==> config.mk <==
export PLATFORM = sky130hd
export DESIGN_NAME = dac_pair_load
export DESIGN_NICKNAME = d
export VERILOG_FILES = /design/src/rtl/dac_pair_pkg.sv /design/src/rtl/dac_pair_decode.sv /design/src/rtl/dac_pair_chan.sv /design/src/rtl/dac_pair_range.sv /design/src/rtl/dac_pair_load.sv
export SDC_FILE = /design/constraint.sdc
export NUM_CORES = 1
export LEC_CHECK = 0
export BUFFER_PORTS_ARGS = -buffer_cell sky130_fd_sc_hd__buf_2
export CAP_MARGIN = 20
export CORE_ASPECT_RATIO = 0.7
export CORE_MARGIN = 2
export CORE_UTILIZATION = 56
export DETAILED_ROUTE_END_ITERATION = 8
export GPL_TIMING_DRIVEN = 0
export PLACE_DENSITY = 0.8
export SLEW_MARGIN = 20
export SYNTH_ARGS = -nofsm -noshare
export SYNTH_HDL_FRONTEND = slang
export SYNTH_SLANG_ARGS = --single-unit
==> constraint.sdc <==
create_clock -name clk_i -period 1.7 [get_ports clk_i]
set_clock_uncertainty 0.15 [all_clocks]
set_input_delay 0.085 -clock clk_i [delete_from_list [all_inputs] [get_ports clk_i]]
set_output_delay 0.085 -clock clk_i [all_outputs]
set_load 0.01 [all_outputs]
==> src/rtl/dac_pair_pkg.sv <==
package dac_pair_pkg;
  localparam int NUM_CH    = 2;
  localparam int DAC_BASE  = 4;   // channel n: low byte at 4+2n, high byte at 5+2n
  localparam int RANGE_OFS = 10;
  localparam int RANGE_LSB = 4;   // channel n range at bits 5+2n:4+2n

  typedef struct packed {
    logic lo_we;
    logic hi_we;
    logic word_we;
  } chan_wr_t;
endpackage

==> src/rtl/dac_pair_decode.sv <==
module dac_pair_decode
  import dac_pair_pkg::*;
#(
  parameter int ADDR_W = 4
) (
  input  logic [ADDR_W-1:0] addr_i,
  input  logic              wr_i,
  input  logic              rd_i,
  input  logic              word_i,
  output chan_wr_t          cmd_o [NUM_CH],
  output logic              rng_we_o,
  output logic              dac_rd_o
);
  localparam logic [ADDR_W-1:0] BASE = ADDR_W'(DAC_BASE);
  localparam logic [ADDR_W-1:0] LAST = ADDR_W'(DAC_BASE + 2*NUM_CH - 1);
  localparam logic [ADDR_W-1:0] RNG  = ADDR_W'(RANGE_OFS);

  logic [ADDR_W-1:0] off;
  logic              in_dac;

  assign off      = addr_i - BASE;
  assign in_dac   = (addr_i >= BASE) && (addr_i <= LAST);
  assign rng_we_o = wr_i && (addr_i == RNG);
  assign dac_rd_o = rd_i && in_dac;

  for (genvar n = 0; n < NUM_CH; n++) begin : g_ch
    localparam logic [ADDR_W-2:0] IDX = (ADDR_W-1)'(n);
    logic hit;
    assign hit = in_dac && (off[ADDR_W-1:1] == IDX);
    assign cmd_o[n] = '{lo_we:   wr_i && !word_i && hit && !off[0],
                        hi_we:   wr_i && !word_i && hit &&  off[0],
                        word_we: wr_i &&  word_i && hit};
  end
endmodule

==> src/rtl/dac_pair_chan.sv <==
module dac_pair_chan
  import dac_pair_pkg::*;
#(
  parameter int DATA_BITS = 16
) (
  input  logic        clk_i,
  input  logic        rst_ni,
  input  chan_wr_t    cmd_i,
  input  logic        sim_i,
  input  logic        xfer_i,
  input  logic [15:0] wdata_i,
  output logic [15:0] code_o
);
  localparam int          PAD  = 16 - DATA_BITS;
  localparam logic [15:0] KEEP = 16'hFFFF << PAD;

  logic [15:0] hold_q, hold_d, code_q;
  logic        commit_new, commit_old;

  always_comb begin
    hold_d = hold_q;
    if (cmd_i.word_we) hold_d = wdata_i;
    else begin
      if (cmd_i.lo_we) hold_d[7:0]  = wdata_i[7:0];
      if (cmd_i.hi_we) hold_d[15:8] = wdata_i[7:0];
    end
    hold_d = hold_d & KEEP;
  end

  // individual: commit incoming value; simultaneous: commit value held before this cycle
  assign commit_new = !sim_i && (cmd_i.hi_we || cmd_i.word_we);
  assign commit_old =  sim_i && xfer_i;

  always_ff @(posedge clk_i or negedge rst_ni) begin
    if (!rst_ni) begin
      hold_q <= '0;
      code_q <= '0;
    end else begin
      hold_q <= hold_d;
      if (commit_new)      code_q <= hold_d;
      else if (commit_old) code_q <= hold_q;
    end
  end

  assign code_o = code_q;
endmodule

==> src/rtl/dac_pair_range.sv <==
module dac_pair_range
  import dac_pair_pkg::*;
(
  input  logic       clk_i,
  input  logic       rst_ni,
  input  logic       we_i,
  input  logic [7:0] wdata_i,
  output logic [1:0] range_o [NUM_CH]
);
  logic [2*NUM_CH-1:0] rng_q;

  always_ff @(posedge clk_i or negedge rst_ni) begin
    if (!rst_ni)   rng_q <= '0;
    else if (we_i) rng_q <= wdata_i[RANGE_LSB +: 2*NUM_CH];
  end

  for (genvar n = 0; n < NUM_CH; n++) begin : g_out
    assign range_o[n] = rng_q[2*n +: 2];
  end
endmodule

==> src/rtl/dac_pair_load.sv <==
module dac_pair_load
  import dac_pair_pkg::*;
#(
  parameter int DATA_BITS = 16,
  parameter int ADDR_W    = 4
) (
  input  logic              clk_i,
  input  logic              rst_ni,
  input  logic              sim_mode_i,
  input  logic [ADDR_W-1:0] bus_addr_i,
  input  logic              bus_wr_i,
  input  logic              bus_rd_i,
  input  logic              bus_word_i,
  input  logic [15:0]       bus_wdata_i,
  output logic [15:0]       dac0_code_o,
  output logic [15:0]       dac1_code_o,
  output logic [1:0]        dac0_range_o,
  output logic [1:0]        dac1_range_o
);
  chan_wr_t    cmd [NUM_CH];
  logic        rng_we, dac_rd;
  logic [15:0] code [NUM_CH];
  logic [1:0]  rng  [NUM_CH];

  dac_pair_decode #(.ADDR_W(ADDR_W)) u_dec (
    .addr_i   (bus_addr_i),
    .wr_i     (bus_wr_i),
    .rd_i     (bus_rd_i),
    .word_i   (bus_word_i),
    .cmd_o    (cmd),
    .rng_we_o (rng_we),
    .dac_rd_o (dac_rd)
  );

  for (genvar n = 0; n < NUM_CH; n++) begin : g_chan
    dac_pair_chan #(.DATA_BITS(DATA_BITS)) u_chan (
      .clk_i   (clk_i),
      .rst_ni  (rst_ni),
      .cmd_i   (cmd[n]),
      .sim_i   (sim_mode_i),
      .xfer_i  (dac_rd),
      .wdata_i (bus_wdata_i),
      .code_o  (code[n])
    );
  end

  dac_pair_range u_rng (
    .clk_i   (clk_i),
    .rst_ni  (rst_ni),
    .we_i    (rng_we),
    .wdata_i (bus_wdata_i[7:0]),
    .range_o (rng)
  );

  assign dac0_code_o  = code[0];
  assign dac1_code_o  = code[1];
  assign dac0_range_o = rng[0];
  assign dac1_range_o = rng[1];
endmodule

Word-level counts from Yosys, hierarchy flattened
Index checks and enable logic that the tools add are counted.

Register bits after elaboration: 68. Input bits: 26. Output and inout port bits: 36. Logic and storage cells: 46.

Add/sub/neg operators: 1. Order comparisons: 2. Equality and inequality tests: 2. Muxes and demuxes: 10. Reductions and logical operators: 26.

Operator list (count): 16-bit two-way mux (6); 8-bit two-way mux (4); 1-bit logical AND (18); 4-bit == test (second input constant) (1); 4-bit by 3-bit greater-or-equal comparator with 1-bit output (second input constant) (1); 4-bit by 3-bit <= comparator with 1-bit output (second input constant) (1); 2-bit nonzero test (2); 4-bit by 3-bit subtractor with 4-bit output (second input constant) (1); 3-bit by 1-bit == test with 1-bit output (second input constant) (1); 1-bit zero test (3); 3-bit zero test (1); 1-bit logical OR (2).

Depth between registers and ports, before layout
Word-level depth: 8. Mapped depth: 7. Gate-level depth less buffers: 5.

By module
From an unflattened synthesis, not the netlist that was laid out.

Cells, all modules: 297. Area total of the unflattened synthesis: 3467.1 um2.

Modules (own cells, without submodules): dac_pair_chan (times used 2, cells each 136, area each 1605.3 um2, sequential area each 800.8 um2); dac_pair_range (times used 1, cells each 8, area each 145.1 um2, sequential area each 100.1 um2); dac_pair_decode (times used 1, cells each 17, area each 111.4 um2, sequential area each 0.0 um2).

Worst setup path after synthesis
No wires, ideal clock.

Path type: input to register. Start: in bus_addr_i[2]. End: reg g_chan[0].u_chan.hold_q[0]. Library setup time: 0.125 ns. Arrival: 1.302 ns. Data required time: 1.425 ns. Path slack: 0.123 ns. Stages on the path: 6. Buffers on the path: 1. Cells stage by stage: inv_1 > ha_1 > and4bb_1 > buf_4 > nand3_4 > mux2_4.

Cells in the longest elaborated chain, start to end: 7. Elaborated cells on any way between the ends: 11. Those cells by class: add/sub: 1; order compare: 2; mux: 2; reduce/logical: 6.

Ends and longest elaborated chain: start, declared (RTL line dac_pair_load.sv:10) `input logic [ADDR_W-1:0] bus_addr_i,`; 4-bit by 3-bit subtractor with 4-bit output (tied with other cells) (RTL line dac_pair_decode.sv:21) `assign off = addr_i - BASE;`; 3-bit zero test or 1-bit logical AND (tied branches) (RTL line dac_pair_decode.sv:29, dac_pair_decode.sv:22); 1-bit logical AND (*) (RTL line dac_pair_decode.sv:29) `assign hit = in_dac && (off[ADDR_W-1:1] == IDX);`; 1-bit logical AND (2 in a row) (RTL line dac_pair_decode.sv:30) `assign cmd_o[n] = '{lo_we: wr_i && !word_i && hit && !off[0],`; 8-bit two-way mux (RTL line dac_pair_chan.sv:24) `if (cmd_i.lo_we) hold_d[7:0] = wdata_i[7:0];`; 16-bit two-way mux (*) (RTL line dac_pair_chan.sv:22) `if (cmd_i.word_we) hold_d = wdata_i;`; net g_chan[0].u_chan.hold_d[0] (RTL line dac_pair_chan.sv:17) `logic [15:0] hold_q, hold_d, code_q;`; end signal, assigned (RTL line dac_pair_chan.sv:39) `hold_q <= hold_d;`; end, declared (RTL line dac_pair_chan.sv:17).

The timed path passes the listed nets; every way through them passes the cells marked *. A chain may end at the register's enable or synchronous reset.

Final worst setup path
Start: in bus_wdata_i[5]. End: reg g_chan[0].u_chan.code_q[13].

Cells in the longest elaborated chain, start to end: 3.

Ends and longest elaborated chain: start, declared (RTL line dac_pair_load.sv:14) `input logic [15:0] bus_wdata_i,`; 8-bit two-way mux (RTL line dac_pair_chan.sv:25) `if (cmd_i.hi_we) hold_d[15:8] = wdata_i[7:0];`; 16-bit two-way mux (RTL line dac_pair_chan.sv:22); 16-bit two-way mux (RTL line dac_pair_chan.sv:40) `if (commit_new) code_q <= hold_d;`; end signal, assigned (RTL line dac_pair_chan.sv:40); end signal, assigned (RTL line dac_pair_chan.sv:41) `else if (commit_old) code_q <= hold_q;`; end, declared (RTL line dac_pair_chan.sv:17).

Every way passes these cells.

==> impl_metrics.json <==
{
  "reg2reg_from": "g_chan[1].u_chan.code_o[7]",
  "fmax_mhz": 602,
  "start_util": 0.584,
  "diodes": 0,
  "place_ws_ns": -0.299,
  "place_inst": 440,
  "portBuffers": 57,
  "post-route-util": 0.703,
  "regArea_um2": 1700,
  "hold_slack_ns": 0.0153,
  "syn-num-nets": 332,
  "multiInputGateArea_um2": 1800,
  "cpLargestDelayFamily": "buffers and inverters",
  "path_depth": 4,
  "clk_latency_ns": 0.34,
  "outcome": "finished clean",
  "timing.final.crit_share": 0.978,
  "drc": 0,
  "postRouteAntennaNets": 0,
  "worstPathCellList": "dlygate4sd3_1 > buf_2 > o32ai_1 > mux2i_1",
  "yosysTopAreaCellShare": 0.467,
  "pin_count": 62,
  "cts.htree.levels": 3,
  "instances_no_fill": 469,
  "reg2reg_slack_ns": 0.41,
  "p_clk_frac": 0.258,
  "hold-path-cell-count": 3,
  "crit_buf_inv": 2,
  "ys_top_cells_by_count": "dfrtp_1 (68), a211oi_1 (19), a221o_1 (19), nand3b_1 (19)",
  "clock_path_buffers": 2,
  "power.leakage_nw": 2.04,
  "worstSetupPathType": "primary input to register",
  "p_sw_mw": 1.54,
  "grt_pass1_wl_um": 16500,
  "core_area_um2": 6250,
  "grt-ovfl-total": 0,
  "worst-r2r-cell-count": 2,
  "hp-start": "bus_wdata_i[11]",
  "wl_per_cell_um": 22.2,
  "area_delta_synth_final_pct": 20.5,
  "gp_congestion": 0.866,
  "slowest_stage": "o32ai_1",
  "post-synth-top-count-cell": "dfrtp_1",
  "maxSlewHeadroom": 0.269,
  "yosysTopAreaCell": "dfrtp_1",
  "worst_slew_pin_slew_ns": 1.09,
  "startpoint": "bus_wdata_i[5]",
  "peakVddDrop_uv": 613,
  "cap_violations": 0,
  "p_int_mw": 3.29,
  "hpwl_um": 7230,
  "via_per_inst": 6.66,
  "numCtsBuffers": 9,
  "nets": 414,
  "hold_class": "primary input to register",
  "hold_viol_final": 0,
  "synth_area_um2": 3640,
  "cts-root-buf": "clkbuf_8",
  "combPwrFrac": 0.265,
  "grt_pass1_vias": 3119,
  "rsz0062_at_grt": "no",
  "ys.flop_type": "dfrtp_1",
  "wirelength_um": 10400,
  "cp.arrival_ns": 1.70,
  "async_flop_share": 1.00,
  "period_minus_slack_ns": 1.66,
  "tritoncts": "yes",
  "timing.final.ws_setup_ns": 0.0376,
  "die_w_um": 100,
  "antenna_found_initial": 0,
  "die_area_um2": 7180,
  "switching_share": 0.319,
  "drtIter0Drc": 305,
  "cts.clk_slew.worst_paths_ns": 0.08,
  "setup_viol": 0,
  "dr.pass1.iters": 6,
  "drive_above_1_share": 0.322,
  "slew_viol_final": 0,
  "synth-edff-count": 0,
  "ys_seq_area_frac": 0.467,
  "synthTopCellsByArea": "dfrtp_1 (47%), mux2_4 (7.4%), a221o_1 (5.2%)",
  "synth_warnings": 0,
  "cp.required_ns": 1.74,
  "ys_types": 38,
  "chipHeight_um": 71.5,
  "synth_seq_cells": 68,
  "path_max_fanout": 5,
  "p_per_area_nw_per_um2": 1100,
  "grt_usage": 0.306,
  "synth.avg_cell_area_um2": 12.0,
  "fillerInstances": 468,
  "syn_inst": 304,
  "rows": 24,
  "clock_sinks": 68,
  "postCtsSetupRepairBufs": 0,
  "slowest_delay_ns": 0.70,
  "cp-start-kind": "primary input",
  "dr_total_vias": 3125,
  "crit_path_end_kind": "register",
  "pwr-share-seq": 0.477,
  "grt_max_degree": 56
}
-- worst register-to-register path, cell delays in order, from the launching register on --
cell and delay [ns]:
dfrtp_1 0.42, mux2_1 0.31, a221o_1 0.30
-- path summary, 6_finish.rpt --
check / end
min in group asynchronous: g_chan[0].u_chan.code_o[14]
max reg2reg: g_chan[1].u_chan.code_o[7]
min reg2reg: u_rng.rng_q[0]
max in group asynchronous: g_chan[1].u_chan.code_o[4]
max: g_chan[0].u_chan.code_o[13]
min: g_chan[0].u_chan.hold_q[11]
-- routing by layer --
layer | track usage | routed length (µm) | vias to the layer above
met4 | 0.0913 | 204 | 0
li1 | - | - | 1367
met2 | 0.449 | 4640 | 195
met3 | 0.0712 | 978 | 23
met1 | 0.457 | 4600 | 1540
met5 | 0 | 0 | -
-- area by class of cell --
type                       count  share of cell area
multi-input combinational    207               0.411
sequential                    68               0.387
timing repair buffer          71               0.101
clock buffer                  11              0.0345
buffer                        25              0.0322
tap                           78              0.0222
clock inverter                 5             0.00826
inverter                       4             0.00342
-- cell usage in the layout, fill, tap and decap left out, types with 2 or more instances in the layout --
cell type and count:
a211oi_1 19, a21oi_1 17, a221o_1 19, a2bb2oi_1 8, a31oi_1 8, and4_1 8
buf_2 63, buf_4 7, buf_6 2, clkbuf_1 9, clkbuf_8 11, clkinvlp_4 3
dfrtp_1 68, dlygate4sd3_1 13, ha_1 2, inv_1 3, mux2_1 10, mux2_2 11
mux2_4 18, mux2i_1 10, nand2_1 18, nand2b_1 3, nand3_4 2, nand3b_1 19
nor2_1 2, o211ai_1 8, o221ai_1 4, o32ai_1 7
-- through the flow --
stage / total power, mW / instance area (µm²) / setup TNS [ns]
2_1_floorplan: 3.04 / 3640 / 0
3_3_place_gp: 3.47 / 4030 / -7.39
3_5_place_dp: 3.56 / 4060 / -11.79
4_1_cts: 4.81 / 4370 / 0
5_1_grt: 5.05 / 4390 / 0
6_report: 4.83 / 4390 / 0
-- sequential cells by signal, indices dropped and copies added, names as in the netlist --
| register | cells |
|---|---|
| g_chan.u_chan.code_o | 32 |
| g_chan.u_chan.hold_q | 32 |
| u_rng.rng_q | 4 |
-- kinds of logic (layout without fill, tap and decap cells) --
family	after synthesis	after routing	synth area share
AO/OA/AOI/OAI	94	94	0.198
multiplexers	49	49	0.166
AND/OR/NAND/NOR	62	62	0.119
buffers and inverters	29	116	0.0429
adder cells (fa/ha/maj)	2	2	0.00686
flip-flops	68	68	0.467
-- power by group through the flow --
stage / registers (mW) / logic (mW) / clock network, mW
final: 2.31 / 1.28 / 1.25
after global routing: 2.35 / 1.38 / 1.32
after CTS: 2.30 / 1.27 / 1.25
after detailed placement: 2.32 / 1.24 / 0
after global placement: 2.29 / 1.18 / 0
after floorplan: 2.36 / 0.678 / 0
-- timing repair --
action / CTS / global route
resized for setup: 0 / 3
hold endpoints to repair: 92 / 1
endpoints found under the setup margin: 0 / 10
hold buffers: 12 / 1
(Power assumes the default switching activity.)
